===== src/rtl/sumbus_pkg.sv =====
package sumbus_pkg;
    localparam int NUM_BUS   = 4;
    localparam int CHAIN_W   = 26;
    localparam int SAMPLE_W  = 16;

    typedef logic signed [CHAIN_W-1:0] chain_t;

    typedef struct packed {
        chain_t i;
        chain_t q;
    } iq_t;
endpackage


===== src/rtl/sumbus_contrib.sv =====
module sumbus_contrib
    import sumbus_pkg::*;
#(
    parameter int SW = SAMPLE_W,
    parameter int CW = CHAIN_W
) (
    input  logic          en_pri,
    input  logic          en_sec,
    input  logic [SW-1:0] pri_i,
    input  logic [SW-1:0] pri_q,
    input  logic [SW-1:0] sec_i,
    input  logic [SW-1:0] sec_q,
    input  logic [CW-1:0] base_i,
    input  logic [CW-1:0] base_q,
    output logic [CW-1:0] sum_i,
    output logic [CW-1:0] sum_q
);
    localparam int EXT = CW - SW;

    logic [CW-1:0] add_pi, add_pq, add_si, add_sq;

    always_comb begin
        add_pi = en_pri ? {{EXT{pri_i[SW-1]}}, pri_i} : '0;
        add_pq = en_pri ? {{EXT{pri_q[SW-1]}}, pri_q} : '0;
        add_si = en_sec ? {{EXT{sec_i[SW-1]}}, sec_i} : '0;
        add_sq = en_sec ? {{EXT{sec_q[SW-1]}}, sec_q} : '0;
        sum_i  = base_i + add_pi + add_si;
        sum_q  = base_q + add_pq + add_sq;
    end
endmodule


===== src/rtl/sumbus_router.sv =====
module sumbus_router
    import sumbus_pkg::*;
#(
    parameter int NB = NUM_BUS,
    parameter int CW = CHAIN_W,
    parameter int SW = SAMPLE_W
) (
    input  logic             clk,
    input  logic             rst_n,
    input  logic             in_valid,
    input  logic             dual_mode,
    input  logic [NB-1:0]    route_pri,
    input  logic [NB-1:0]    route_sec,
    input  logic [SW-1:0]    pri_i,
    input  logic [SW-1:0]    pri_q,
    input  logic [SW-1:0]    sec_i,
    input  logic [SW-1:0]    sec_q,
    input  logic [NB*CW-1:0] sum_in_i,
    input  logic [NB*CW-1:0] sum_in_q,
    output logic [NB*CW-1:0] sum_out_i,
    output logic [NB*CW-1:0] sum_out_q,
    output logic             out_valid
);
    localparam int TOT_W = NB * CW;

    typedef struct packed {
        logic [TOT_W-1:0] bus_i;
        logic [TOT_W-1:0] bus_q;
        logic             vld;
    } state_t;

    state_t st_d, st_q;
    logic [NB-1:0]    sec_mask;
    logic [TOT_W-1:0] nxt_i, nxt_q;

    assign sec_mask = dual_mode ? route_sec : '0;

    for (genvar b = 0; b < NB; b++) begin : g_bus
        sumbus_contrib #(.SW(SW), .CW(CW)) u_contrib (
            .en_pri (route_pri[b]),
            .en_sec (sec_mask[b]),
            .pri_i  (pri_i),
            .pri_q  (pri_q),
            .sec_i  (sec_i),
            .sec_q  (sec_q),
            .base_i (sum_in_i[b*CW +: CW]),
            .base_q (sum_in_q[b*CW +: CW]),
            .sum_i  (nxt_i[b*CW +: CW]),
            .sum_q  (nxt_q[b*CW +: CW])
        );
    end

    always_comb begin
        st_d     = st_q;
        st_d.vld = in_valid;
        if (in_valid) begin
            st_d.bus_i = nxt_i;
            st_d.bus_q = nxt_q;
        end
    end

    always_ff @(posedge clk) begin
        if (!rst_n) st_q <= '0;
        else        st_q <= st_d;
    end

    assign sum_out_i = st_q.bus_i;
    assign sum_out_q = st_q.bus_q;
    assign out_valid = st_q.vld;


    valid_delay_chk: assert property (@(posedge clk) disable iff (!rst_n)
        out_valid == $past(in_valid));


    hold_idle_chk: assert property (@(posedge clk) disable iff (!rst_n)
        !in_valid |=> $stable(sum_out_i) && $stable(sum_out_q));


    bus0_pass_chk: assert property (@(posedge clk) disable iff (!rst_n)
        (in_valid && !route_pri[0] && !(dual_mode && route_sec[0]))
        |=> sum_out_i[CW-1:0] == $past(sum_in_i[CW-1:0]));


    sec_gate_chk: assert property (@(posedge clk) disable iff (!rst_n)
        (in_valid && !dual_mode && route_pri == '0)
        |=> sum_out_q == $past(sum_in_q));


    bus0_pri_chk: assert property (@(posedge clk) disable iff (!rst_n)
        (in_valid && route_pri[0] && !(dual_mode && route_sec[0]))
        |=> sum_out_i[CW-1:0] == CW'($past(sum_in_i[CW-1:0])
            + {{(CW-SW){$past(pri_i[SW-1])}}, $past(pri_i)}));
endmodule


===== config.mk =====
export PLATFORM = sky130hd
export DESIGN_NAME = sumbus_router
export DESIGN_NICKNAME = d
export VERILOG_FILES = /design/src/rtl/sumbus_pkg.sv /design/src/rtl/sumbus_contrib.sv /design/src/rtl/sumbus_router.sv
export SDC_FILE = /design/constraint.sdc
export NUM_CORES = 1
export LEC_CHECK = 0
export BUFFER_PORTS_ARGS = -buffer_cell sky130_fd_sc_hd__clkbuf_2
export CAP_MARGIN = 0
export CORE_MARGIN = 8
export CORE_UTILIZATION = 32
export CTS_CLUSTER_SIZE = 25
export DETAILED_ROUTE_END_ITERATION = 8
export GPL_TIMING_DRIVEN = 0
export PLACE_DENSITY_LB_ADDON = 0.05
export RECOVER_POWER = 25
export SYNTH_ARGS = -nofsm -noshare
export SYNTH_HDL_FRONTEND = slang
export SYNTH_SLANG_ARGS = --single-unit

===== constraint.sdc =====
create_clock -name clk -period 4.25 [get_ports clk]
set_input_delay 0.85 -clock clk [delete_from_list [all_inputs] [get_ports clk]]
set_output_delay 0.85 -clock clk [all_outputs]
set_load 0.01 [all_outputs]

# Word level (Yosys, flattened, before mapping)
# Cells that the tools add are included.
[op_classes]
addsub = 16
muxes = 17
[ops]
columns = ["operator", "n"]
rows = [
  ["$add A26 B26 Y26", 16],
  ["$mux W26", 16],
  ["$mux W4", 1],
]
[word_totals]
reg_bits = 209
inputBits = 284
wordCells = 36

# Longest topological paths before layout
# Gate-level depths: netlist (run 1).
[logic_depth]
ltp_word = 3
depth_mapped = 16
depth_no_buf = 14

# Cells and area by module
# A second synthesis (run 1) with hierarchy kept.
[hier_totals]
hier_cells = 2577
hier_area_um2 = 23642.7
[by_module_without_submodules]
columns = ["module", "instances", "cells_each", "area_each_um2", "seq_area_each_um2"]
rows = [
  ["sumbus_router", 1, 676, 7837.5, 4184.0],
  ["sumbus_contrib at g_bus[3].u_contrib", 1, 473, 3998.8, 0.0],
  ["sumbus_contrib at g_bus[0].u_contrib", 1, 468, 3966.3, 0.0],
  ["sumbus_contrib at g_bus[2].u_contrib", 1, 482, 3928.8, 0.0],
  ["sumbus_contrib at g_bus[1].u_contrib", 1, 478, 3911.3, 0.0],
]

# Worst setup path before layout (run 1)
# OpenSTA, ideal clock, no wires.
[synth_path]
path_type = "input-to-reg"
startpoint = "input dual_mode"
endpoint = "register st_q, in the netlist sum_out_q[77]"
setup_time_ps = 133
t_arrival_ps = 4373
t_required_ps = 4117
setup_slack_ps = -255
path_stages = 16
path_buffers = 2
cell_sequence = "clkbuf_1 > clkbuf_1 > and2_1 > nand2_1 > fa_1 > inv_1 > ha_1 > fa_1 > a211oi_2 > o21ai_0 > a211o_1 > a311oi_2 > o21ai_1 > a221oi_1 > xor2_1 > a21oi_1"
[synth_between]
elab_chain_cells = 3
[synth_rtl]
columns = ["item", "line_no", "rtl"]
rows = [
  ["start: declaration", "sumbus_router.sv:11", "input logic dual_mode,"],
  ["$mux W4", "sumbus_router.sv:36", "assign sec_mask = dual_mode ? route_sec : '0;"],
  ["$mux W26", "sumbus_contrib.sv:26", "add_sq = en_sec ? {{EXT{sec_q[SW-1]}}, sec_q} : '0;"],
  ["$add A26 B26 Y26", "sumbus_contrib.sv:28", "sum_q = base_q + add_pq + add_sq;"],
  ["end signal: assignment", "sumbus_router.sv:64", "else st_q <= st_d;"],
  ["end: declaration", "sumbus_router.sv:32", "state_t st_d, st_q;"],
]
# Every way passes these cells.
# A chain may end at the register's enable or synchronous reset.

# Worst setup path after layout (run 1)
[layout_path]
startpoint = "input route_sec[2]"
endpoint = "register st_q, in the netlist sum_out_q[77]"
[layout_between]
elab_chain_cells = 3
[layout_rtl]
columns = ["item", "line_no", "rtl"]
rows = [
  ["start: declaration", "sumbus_router.sv:13", "input logic [NB-1:0] route_sec,"],
  ["$mux W4", "sumbus_router.sv:36", ""],
  ["$mux W26", "sumbus_contrib.sv:26", ""],
  ["$add A26 B26 Y26", "sumbus_contrib.sv:28", ""],
]
# Every way passes these cells.

==> run summary, run 1 <==
Final wirelength: 98400 µm
Total grt overflow: 0
Area growth, synth to finish: 22.7%
Unrepaired setup endpoints after global routing: yes
Synth unique cells: 77
Seq. cell area: 4180 µm²
Critical Path AT: 4.63 ns
I/O pin count: 493
Hold Buf Count CTS: 0
Commonest cells post-synth: 209 x dfxtp_1, 208 x fa_1, 207 x nor2_1
Via count: 21000
Hpwl dp: 82300 µm
GRT Overall Usage: 24.1%
Nets@finish: 3733
CTS max path bufs: 3
Die Y: 279 µm
Post-Route Utilization: 39.6%
Initial drt markers: 1408
PwrDens: 357 nW/µm²
Die area: 77800 µm²
Slew Limit Fails: 0
# port buffers: 490
Hold path depth: 2
Status: finished clean
PnR worst setup slack: 0.0644 ns
Max-cap violations: 0
Area contributors post-synth: dfxtp_1 19%, fa_1 19%, ha_1 11%, xnor2_1 4.4%, a21oi_1 3.8%
Root buf cell: clkbuf_16
Reg-to-Reg Start: sum_out_q[65]
H-tree Lvls: 1
Minimum clock period: 4.19 ns
CTS tree: done
CP cell instances: clkbuf_8 > clkbuf_16 > and2_4 > nand2_1 > fa_1 > inv_1 > ha_2 > fa_2 > a211oi_4 > o21ai_2 > a211o_1 > a311oi_4 > o21ai_2 > a221oi_2 > xor2_2 > a21oi_1
Most frequent cell on the critical path: o21ai_2
Initial antenna violation count: 14
Core area: 68500 µm²
Largest net degree at the start of global routing: 15
Syn_nets: 3205
Wire per inst: 24.8 µm
RR Endpoint: sum_out_q[65]
Tot Pwr: 9.70 mW
Post-Syn Area per Cell: 8.77 µm²
Worst-skew pair later-pin latency: 0.58 ns
Hold path start: sum_out_i[22]
Crit path launch type: input port
Setup slack, reg-to-reg: 3.45 ns
Hold Crit Class: reg2reg
Synthesized area: 22100 µm²
DRT antenna net count: 0
Row count: 96
Clock sinks: 209
Top-count cell post-synth: dfxtp_1
Most common flop cell mapped by yosys: dfxtp_1
F_max: 239 MHz
Remaining DRCs: 0
Sequential element share of the synthesized area: 18.9%
Crit-path leading delay family: compound AO/OA/AOI/OAI gates
Synth warn: 0
Via density: 5.30
Crit path required time: 4.69 ns
R2R depth: 3
Crit path kind: in2reg
Clock skew: 0 ns
Max IR drop VDD: 0.000209 V
FF+latch count, synth: 209
Leakage Power: 13.1 nW
Final-layout fill cell count: 7126
WP buf/inv: 3
Vias in the first global route: 21000
Top-area cell type share of the netlist area: 18.9%
Num CTS Buffers: 29
First-pass GRT wire length: 141000 µm
Cells after synthesis: 2521
Crit Path Max Fanout: 4
Post-Place Worst Slack: -1.70 ns
Final Cycle Share: 98.5%
Drt first pass iters: 5
Final setup viols: 0
Final RePlAce weighted congestion: 0.907
Multi-input logic area: 17500 µm²
Layout cells sized above 1: 17.7%
Initial core utilization: 32.3%
Worst-path clk slew: 0.06 ns
Final Hold Fails: 0
Largest stage delay, worst path: 0.54 ns
Post-synth top area cell: dfxtp_1
WHS Endpoint: sum_out_i[22]
Worst Max-Slew Pin Slew: 1.37 ns
Slew HR: 8.38%
Post-synth ARST share: 0%
EDFF count, synth: 0
Chip Width: 279 µm
Setup crit end kind: flip-flop
Slowest cell on crit path: fa_1
[per-layer routing]
metal | wire length [µm] | vias to the layer above | global-route usage (%)
li1 | - | 10000 | -
met5 | 54 | - | 0
met4 | 2380 | 8 | 5.41
met1 | 43300 | 10200 | 31.5
met2 | 46500 | 638 | 40.7
met3 | 6130 | 105 | 5.13
[where the power goes]
part           leakage (nW)  internal [mW]  total [mW]  switching, mW
logic                  10.8           1.70        4.34           2.63
registers              1.73           2.25        2.44          0.190
clock network         0.526           1.82        2.92           1.09
[worst min-delay path, stage by stage (launching register included)]
cell and delay (ns):
dfxtp_1 0.32, nand2_1 0.04, o21ai_0 0.05
[cells in the final DEF, fill, tap and decap left out, drive strengths merged, types with 7 or more instances in the layout]
| cell | Yosys | final |
|---|---|---|
| o21ai | 159 | 159 |
| nand2b | 7 | 7 |
| and2 | 126 | 126 |
| inv | 74 | 75 |
| a21o | 101 | 101 |
| buf | 6 | 17 |
| a31oi | 26 | 26 |
| nor2b | 17 | 17 |
| mux2i | 76 | 76 |
| or3 | 7 | 7 |
| nand2 | 193 | 193 |
| dfxtp | 209 | 209 |
| nand4 | 17 | 17 |
| xor2 | 65 | 65 |
| xnor2 | 112 | 112 |
| a21boi | 7 | 7 |
| o21a | 21 | 21 |
| clkbuf | 100 | 622 |
| o31ai | 10 | 10 |
| diode | 0 | 9 |
| fa | 208 | 208 |
| a211o | 11 | 11 |
| a21oi | 170 | 170 |
| a211oi | 47 | 47 |
| o211ai | 19 | 19 |
| nand3 | 52 | 52 |
| o21bai | 25 | 25 |
| and3 | 134 | 134 |
| ha | 192 | 192 |
| nor2 | 207 | 207 |
| bufinv | 0 | 8 |
| nor3 | 24 | 24 |
[worst max path at each step]
stage / startpoint / end / slack (ns) / cells past startpoint
after global placement: route_sec[2] / sum_out_q[77] / -1.73 / 16
after floorplan: dual_mode / sum_out_q[51] / 0.004 / 16
after global routing: route_pri[3] / sum_out_q[102] / -0.04 / 13
final: route_sec[2] / sum_out_q[77] / 0.06 / 16
after detailed placement: route_sec[1] / sum_out_q[49] / -1.70 / 16
after CTS: dual_mode / sum_out_q[102] / 0.002 / 14
[per-stage QoR]
step           hold WS, ns  instance area (µm²)  setup TNS, ns  cells
2_1_floorplan        0.472                22100              0   2521
3_3_place_gp         0.443                25700        -130.05   3893
3_5_place_dp         0.445                25700        -134.40   3893
4_1_cts              0.457                27100              0   3952
5_1_grt              0.474                27100        -0.0629   3960
6_report             0.454                27100              0   3963
[state kept, by name (all words and copies together), names as in the netlist]
| register | cells |
|---|---|
| sum_out_q | 104 |
| sum_out_i | 104 |
| out_valid | 1 |
[area by class of cell]
class                   count  share of cell area [%]
clock inverters            18                    1.17
diodes                      9                  0.0830
repair buffers            499                    8.93
multi-input cells        2131                    64.3
plain buffers             104                    2.04
well taps                 882                    4.07
flip-flops and latches    209                    15.4
clock buffers              36                    2.95
inverters                  75                    1.04
[kinds of logic after synthesis]
logic type / after synthesis / synth area share [%]
AND/OR/NAND/NOR: 813 / 18.3
AO/OA/AOI/OAI: 664 / 19.5
flip-flops: 209 / 18.9
XOR/XNOR: 177 / 7.01
buffers and inverters: 181 / 3.07
adder cells (fa/ha/maj): 400 / 29.7
multiplexers: 77 / 3.49
[what timing repair did]
item / 4_1_cts / 5_1_grt
setup buffers: 5 / 3
gates resized for setup: 67 / 57
cloned: 1 / 0
endpoints found under the setup margin: 117 / 42
pin swaps: 13 / 8
(Power assumes the default switching activity.)
==> run 2, diff against run 1 <==
--- a/config.mk
+++ b/config.mk
@@ -12,7 +12,7 @@
 export CTS_CLUSTER_SIZE = 25
 export DETAILED_ROUTE_END_ITERATION = 8
 export GPL_TIMING_DRIVEN = 0
-export PLACE_DENSITY_LB_ADDON = 0.05
+export PLACE_DENSITY = 0.52
 export RECOVER_POWER = 25
 export SYNTH_ARGS = -nofsm -noshare
 export SYNTH_HDL_FRONTEND = slang
==> run 2 against run 1 <==
Against the previous run:
- the run now ends with capacitance limit left
- first-iteration DRC count grew 10%
- power fell by 2.4%
- clock skew stayed put
- utilization fell by 0.24 points
- combinational power is essentially flat
- global-route usage is 0.40 points higher
- critical endpoint unchanged
- sequential cell count stayed put
==> run summary, run 2 (synthesis results as in run 1) <==
Status: finished, violations left
Failing checks: capacitance limit
Crit-path leading delay family: compound AO/OA/AOI/OAI gates
Hold Crit Class: reg2reg
Crit Path Max Fanout: 10
Area growth, synth to finish: 22.0%
Commonest cells after routing, fill and taps aside: 401 x clkbuf_2, 209 x dfxtp_1, 207 x fa_1, 205 x nor2_1, 193 x nand2_1
Crit path launch type: input port
Final RePlAce weighted congestion: 0.945
CTS max path bufs: 3
Setup crit end kind: flip-flop
Row count: 96
Hold path depth: 2
Design area: 27000 µm²
Slew Limit Fails: 0
Clk pwr share: 28.2%
Final Hold Fails: 0
First-pass GRT wire length: 144000 µm
Chip Width: 279 µm
CTS tree: done
Die Y: 279 µm
Crit path required time: 4.70 ns
Clock skew: 0 ns
Largest net degree at the start of global routing: 16
Final wirelength: 99900 µm
WP buf/inv: 3
WP depth: 16
Worst Max-Slew Pin Slew: 1.50 ns
Most common cell after layout, fill and taps aside: clkbuf_2
Die area: 77800 µm²
Hold Buf Count CTS: 0
Switch Pwr: 3.95 mW
Register share of total power: 25.9%
Switching Fraction: 41.7%
Largest stage delay, worst path: 0.48 ns
DRT antenna net count: 0
CP cell instances: clkbuf_16 > clkbuf_8 > and2_4 > nand2_1 > fa_1 > inv_1 > ha_1 > fa_2 > a211oi_4 > o21ai_2 > a211o_1 > a311oi_4 > o21ai_2 > a221oi_2 > xor2_2 > a21oi_1
Initial core utilization: 32.3%
Combinational share of power: 45.9%
I/O pin count: 493
Via density: 5.44
Final setup viols: 0
Slew HR: 0.289%
Wire per inst: 25.2 µm
Drt first pass iters: 6
Vias in the first global route: 21500
# port buffers: 490
Post-Route Utilization: 39.4%
Core area: 68500 µm²
Int Power: 5.52 mW
R2R depth: 3
Worst-skew pair later-pin latency: 0.59 ns
Remaining DRCs: 0
Nets@finish: 3732
Leakage Power: 13.0 nW
H-tree Lvls: 1
F_max: 243 MHz
Layout cells sized above 1: 17.6%
Final Cycle Share: 96.7%
Total grt overflow: 0
Initial drt markers: 1555
Root buf cell: clkbuf_16
Max-cap violations: 1
Num CTS Buffers: 30
Worst-path clk slew: 0.07 ns
Slowest cell on crit path: fa_1
Critical Path AT: 4.55 ns
Clock sinks: 209
Max IR drop VDD: 0.000274 V
GRT Overall Usage: 24.5%
Minimum clock period: 4.11 ns
Hpwl dp: 82900 µm
PwrDens: 351 nW/µm²
Dpl cell area: 25700 µm²
Initial antenna violation count: 15
Crit path kind: in2reg
Most frequent cell on the critical path: o21ai_2
Via count: 21500
run 2: changes by cell type in the layout (fill, tap and decap cells not counted), moves of 3 or more:
cell / previous run / this run
clkbuf_1: 171 / 176
clkbuf_8: 9 / 5
bufinv_16: 8 / 4
buf_6: 0 / 3
clkinv_2: 1 / 10
clkinvlp_4: 6 / 1
clkbuf_4: 10 / 7
run 2: metrics by stage:
stage                     TNS [ns]  setup WS, ns  hold WS (ns)  cells  power (mW)
final                            0         0.142         0.454   3961        9.47
after global routing       -0.0156       -0.0106         0.474   3956        10.1
after detailed placement   -132.91         -1.70         0.443   3893        6.74
after floorplan                  0       0.00390         0.472   2521        5.19
after CTS                        0       0.00676         0.456   3950        9.51
after global placement     -128.54         -1.74         0.440   3893        6.69
run 2: path summary, 6_finish.rpt:
path                 startpoint             to  slack, ns
setup reg to reg  sum_out_i[61]  sum_out_i[61]       3.44
setup / recovery      dual_mode  sum_out_q[77]       0.14
hold / removal    sum_out_i[41]  sum_out_i[41]       0.45
hold reg to reg   sum_out_i[41]  sum_out_i[41]       0.45
run 2: power groups by stage:
stage                     Clock, mW  Sequential, mW  Combinational (mW)
after detailed placement          0            2.49                4.25
after floorplan                   0            2.57                2.62
after global routing           2.80            2.48                4.78
after global placement            0            2.49                4.20
after CTS                      2.73            2.45                4.33
final                          2.67            2.45                4.34
run 2: layout make-up:
type,count,area (µm²)
Clock buffer,38,801
Buffer,105,544
Tap cell,882,1100
Clock inverter,16,194
Inverter,75,282
Sequential cell,209,4180
Antenna cell,9,22.5
Multi-Input combinational cell,2131,17500
Fill cell,7167,41500
Timing Repair Buffer,496,2370
run 2: tightest hold or removal path: cells and delay by family (launching register included):
family | cells | cell delay [ns]
AOI/OAI and AO/OA | 1 | 0.05
DFF | 1 | 0.32
and+or+nand+nor | 1 | 0.04
run 2: repair_timing:
item | in CTS | in global routing
setup buffers | 4 | 2
pin swaps | 8 | 10
resized for setup | 66 | 56
setup endpoints to repair | 110 | 48
run 2: metal layers:
layer | vias to the layer above | global-route usage [%] | wire (µm)
li1 | 10100 | - | -
met1 | 10500 | 32.2 | 43400
met2 | 777 | 40.8 | 46200
met3 | 152 | 4.52 | 6830
met4 | 12 | 7.38 | 3420
met5 | - | 0 | 83
==> run 3, diff against run 2 <==
--- a/config.mk
+++ b/config.mk
@@ -5,14 +5,16 @@
 export SDC_FILE = /design/constraint.sdc
 export NUM_CORES = 1
 export LEC_CHECK = 0
+export ABC_AREA = 1
 export BUFFER_PORTS_ARGS = -buffer_cell sky130_fd_sc_hd__clkbuf_2
 export CAP_MARGIN = 0
+export CORE_ASPECT_RATIO = 1.1
 export CORE_MARGIN = 8
 export CORE_UTILIZATION = 32
 export CTS_CLUSTER_SIZE = 25
 export DETAILED_ROUTE_END_ITERATION = 8
 export GPL_TIMING_DRIVEN = 0
-export PLACE_DENSITY = 0.52
+export PLACE_DENSITY = 0.5
 export RECOVER_POWER = 25
 export SYNTH_ARGS = -nofsm -noshare
 export SYNTH_HDL_FRONTEND = slang
==> run 3 against run 2 <==
Against the previous run:
- the flow now finishes without violations
- critical path depth is 2 higher
- area after synthesis increased by 27%
- global-route usage grew 2.9 points
- maximum frequency fell by 0.14%
- clock power increased by 16%
- power is 12% higher
- combinational power up 18%
- non-clock buffer count is 19 lower
- largest power group unchanged
- highest routed layer unchanged
==> run summary, run 3 <==
Wire per inst: 21.3 µm
Final wirelength: 138000 µm
F_max: 243 MHz
Slew Limit Fails: 0
Slew HR: 16.7%
Design area: 33100 µm²
Synthesized area: 28100 µm²
Post-CTS resize count: 3
Synth warn: 0
Unrepaired setup endpoints after global routing: no
Sequential element share of the synthesized area: 14.9%
EDFF count, synth: 0
Multi-input logic area: 19800 µm²
Max-cap violations: 0
Commonest cells after routing, fill and taps aside: 1736 x nand2_1, 1000 x inv_1, 493 x nor2_1, 386 x clkbuf_2, 273 x nand3_1
Core area: 87400 µm²
Drt first pass iters: 6
Via density: 4.72
Root buf cell: clkbuf_16
Synth unique cells: 36
Leakage Power: 20.2 nW
Post-synth ARST share: 0%
R2R depth: 4
Row count: 114
Setup Fix Bufs, Post-CTS: 0
Seq. cell area: 4180 µm²
Clk pwr share: 29.2%
Reg-to-Reg Start: sum_out_i[55]
Worst Max-Slew Pin Slew: 1.25 ns
Final setup viols: 0
Initial core utilization: 32.2%
Commonest cells post-synth: 1736 x nand2_1, 1000 x inv_1, 495 x nor2_1
Setup TNS: 0 ns
Hold Worst Slack: 0.467 ns
CTS max path bufs: 3
RR Endpoint: sum_out_i[55]
Crit path launch type: input port
Die area: 97700 µm²
Dpl cell area: 32000 µm²
Hold path depth: 2
Crit Path Max Fanout: 10
Area growth, synth to finish: 17.6%
Final Hold Fails: 0
Worst-skew pair later-pin latency: 0.56 ns
Crit path kind: in2reg
Register share of total power: 22.6%
Setup slack, reg-to-reg: 3.44 ns
CTS tree: done
Final Cycle Share: 96.8%
First-pass GRT wire length: 199000 µm
Hold Buf Count CTS: 0
Initial antenna violation count: 5
Nets@finish: 5984
Final RePlAce weighted congestion: 0.965
Max IR drop VDD: 0.000218 V
Top-count cell post-synth: nand2_1
CP cell instances: clkbuf_2 > nand2_2 > clkbuf_1 > clkbuf_2 > nor2_1 > fa_1 > ha_1 > fa_1 > nand2_1 > nand2_1 > nand3_1 > nand2_1 > nand2_1 > nand3_1 > nand2_1 > nand2_1 > o21ai_0 > inv_1
# port buffers: 485
Post-Syn Area per Cell: 5.89 µm²
Worst-path clk slew: 0.06 ns
Int Power: 5.75 mW
Post-Route Utilization: 37.8%
Total grt overflow: 0
GRT Overall Usage: 27.4%
Critical Path AT: 4.56 ns
Most common cell after layout, fill and taps aside: nand2_1
Hold path start: sum_out_i[69]
Slowest cell on crit path: fa_1
Post-synth top area cell: nand2_1
Final-layout fill cell count: 10000
Hold Crit Class: reg2reg
FF+latch count, synth: 209
Clock sinks: 209
Top-area cell type share of the netlist area: 23.2%
Switching Fraction: 45.9%
Cells after synthesis: 4779
WHS Endpoint: sum_out_i[69]
Setup crit end kind: flip-flop
Most common flop cell mapped by yosys: dfxtp_1
Clock skew: 0 ns
Vias in the first global route: 29500
Minimum clock period: 4.11 ns
Die Y: 327 µm
Combinational share of power: 48.2%
Initial drt markers: 2340
Area contributors post-synth: nand2_1 23%, dfxtp_1 15%, fa_1 15%, inv_1 13%, ha_1 8.5%
Num CTS Buffers: 34
Status: finished clean
Most frequent cell on the critical path: nand2_1
Remaining DRCs: 0
DRT antenna net count: 0
PwrDens: 322 nW/µm²
Largest stage delay, worst path: 0.52 ns
Largest net degree at the start of global routing: 12
H-tree Lvls: 2
I/O pin count: 493
Layout cells sized above 1: 10.4%
Via count: 30600
Switch Pwr: 4.89 mW
Crit path required time: 4.70 ns
Chip Width: 299 µm
Hpwl dp: 117000 µm
Syn_nets: 5463
==> run 3: changes by cell type after synthesis, sizes merged, moves of 96 or more <==
cell,delta
nand2,+1568
inv,+927
nor2,+329
nand3,+228
and3,-134
and2,-115
xnor2,-96
==> run 3: cell families (layout without fill, tap and decap cells) <==
logic type	after synthesis	after routing	share of synthesized area (%)
AO/OA/AOI/OAI	315	315	5.82
buffers and inverters	1099	1642	14.9
XOR/XNOR	66	66	2.05
adder cells (fa/ha/maj)	400	400	23.3
AND/OR/NAND/NOR	2690	2690	39.0
other	0	4	0
flip-flops	209	209	14.9
==> run 3: worst max-delay path by stage <==
stage            startpoint            end  slack [ns]  depth (start not counted)
3_3_place_gp      dual_mode  sum_out_i[15]       -0.82                         18
2_1_floorplan  route_sec[0]  sum_out_i[15]        0.71                         17
6_report          dual_mode  sum_out_i[15]        0.14                         18
4_1_cts           dual_mode  sum_out_i[48]        0.15                         14
5_1_grt           dual_mode  sum_out_q[73]      0.0004                         16
3_5_place_dp      dual_mode  sum_out_i[15]       -0.85                         18
==> run 3: final cells by class <==
type                    instances  area share, %
well taps                    1160           4.39
clock buffers                  46           2.89
clock inverters                12          0.666
inverters                    1002           11.4
diodes                          4         0.0303
multi-input cells            3471           59.8
plain buffers                  97           1.29
repair buffers                485           6.95
flip-flops and latches        209           12.6
==> run 3: metal layers <==
metal	GRT usage, %	up-vias	part of all wire [%]
li1	-	15400	-
met1	36.1	14100	44
met2	44.3	988	45
met3	5.55	184	7.1
met4	9.62	2	3.9
met5	0	-	0.0094
==> run 3: power groups by stage <==
stage	logic [mW]	registers, mW	clock network [mW]
6_report	5.13	2.40	3.11
5_1_grt	5.75	2.43	3.23
3_3_place_gp	5.11	2.44	0
2_1_floorplan	3.12	2.51	0
3_5_place_dp	5.12	2.44	0
4_1_cts	5.15	2.40	3.18
==> run 3: worst max-delay path: cells and delay by family <==
family | cells | cell delay (ns)
buf+inv | 4 | 1.09
fa+ha+maj | 3 | 1.22
simple gates | 10 | 1.19
compound gates | 1 | 0.18
==> run 3: per-stage QoR <==
step	power, mW	instances	worst slack, ns
floorplan	5.63	4779	0.714
global placement	7.54	6424	-0.817
detailed placement	7.56	6424	-0.845
CTS	10.7	6482	0.152
global route	11.4	6484	0.000379
finish	10.6	6486	0.136
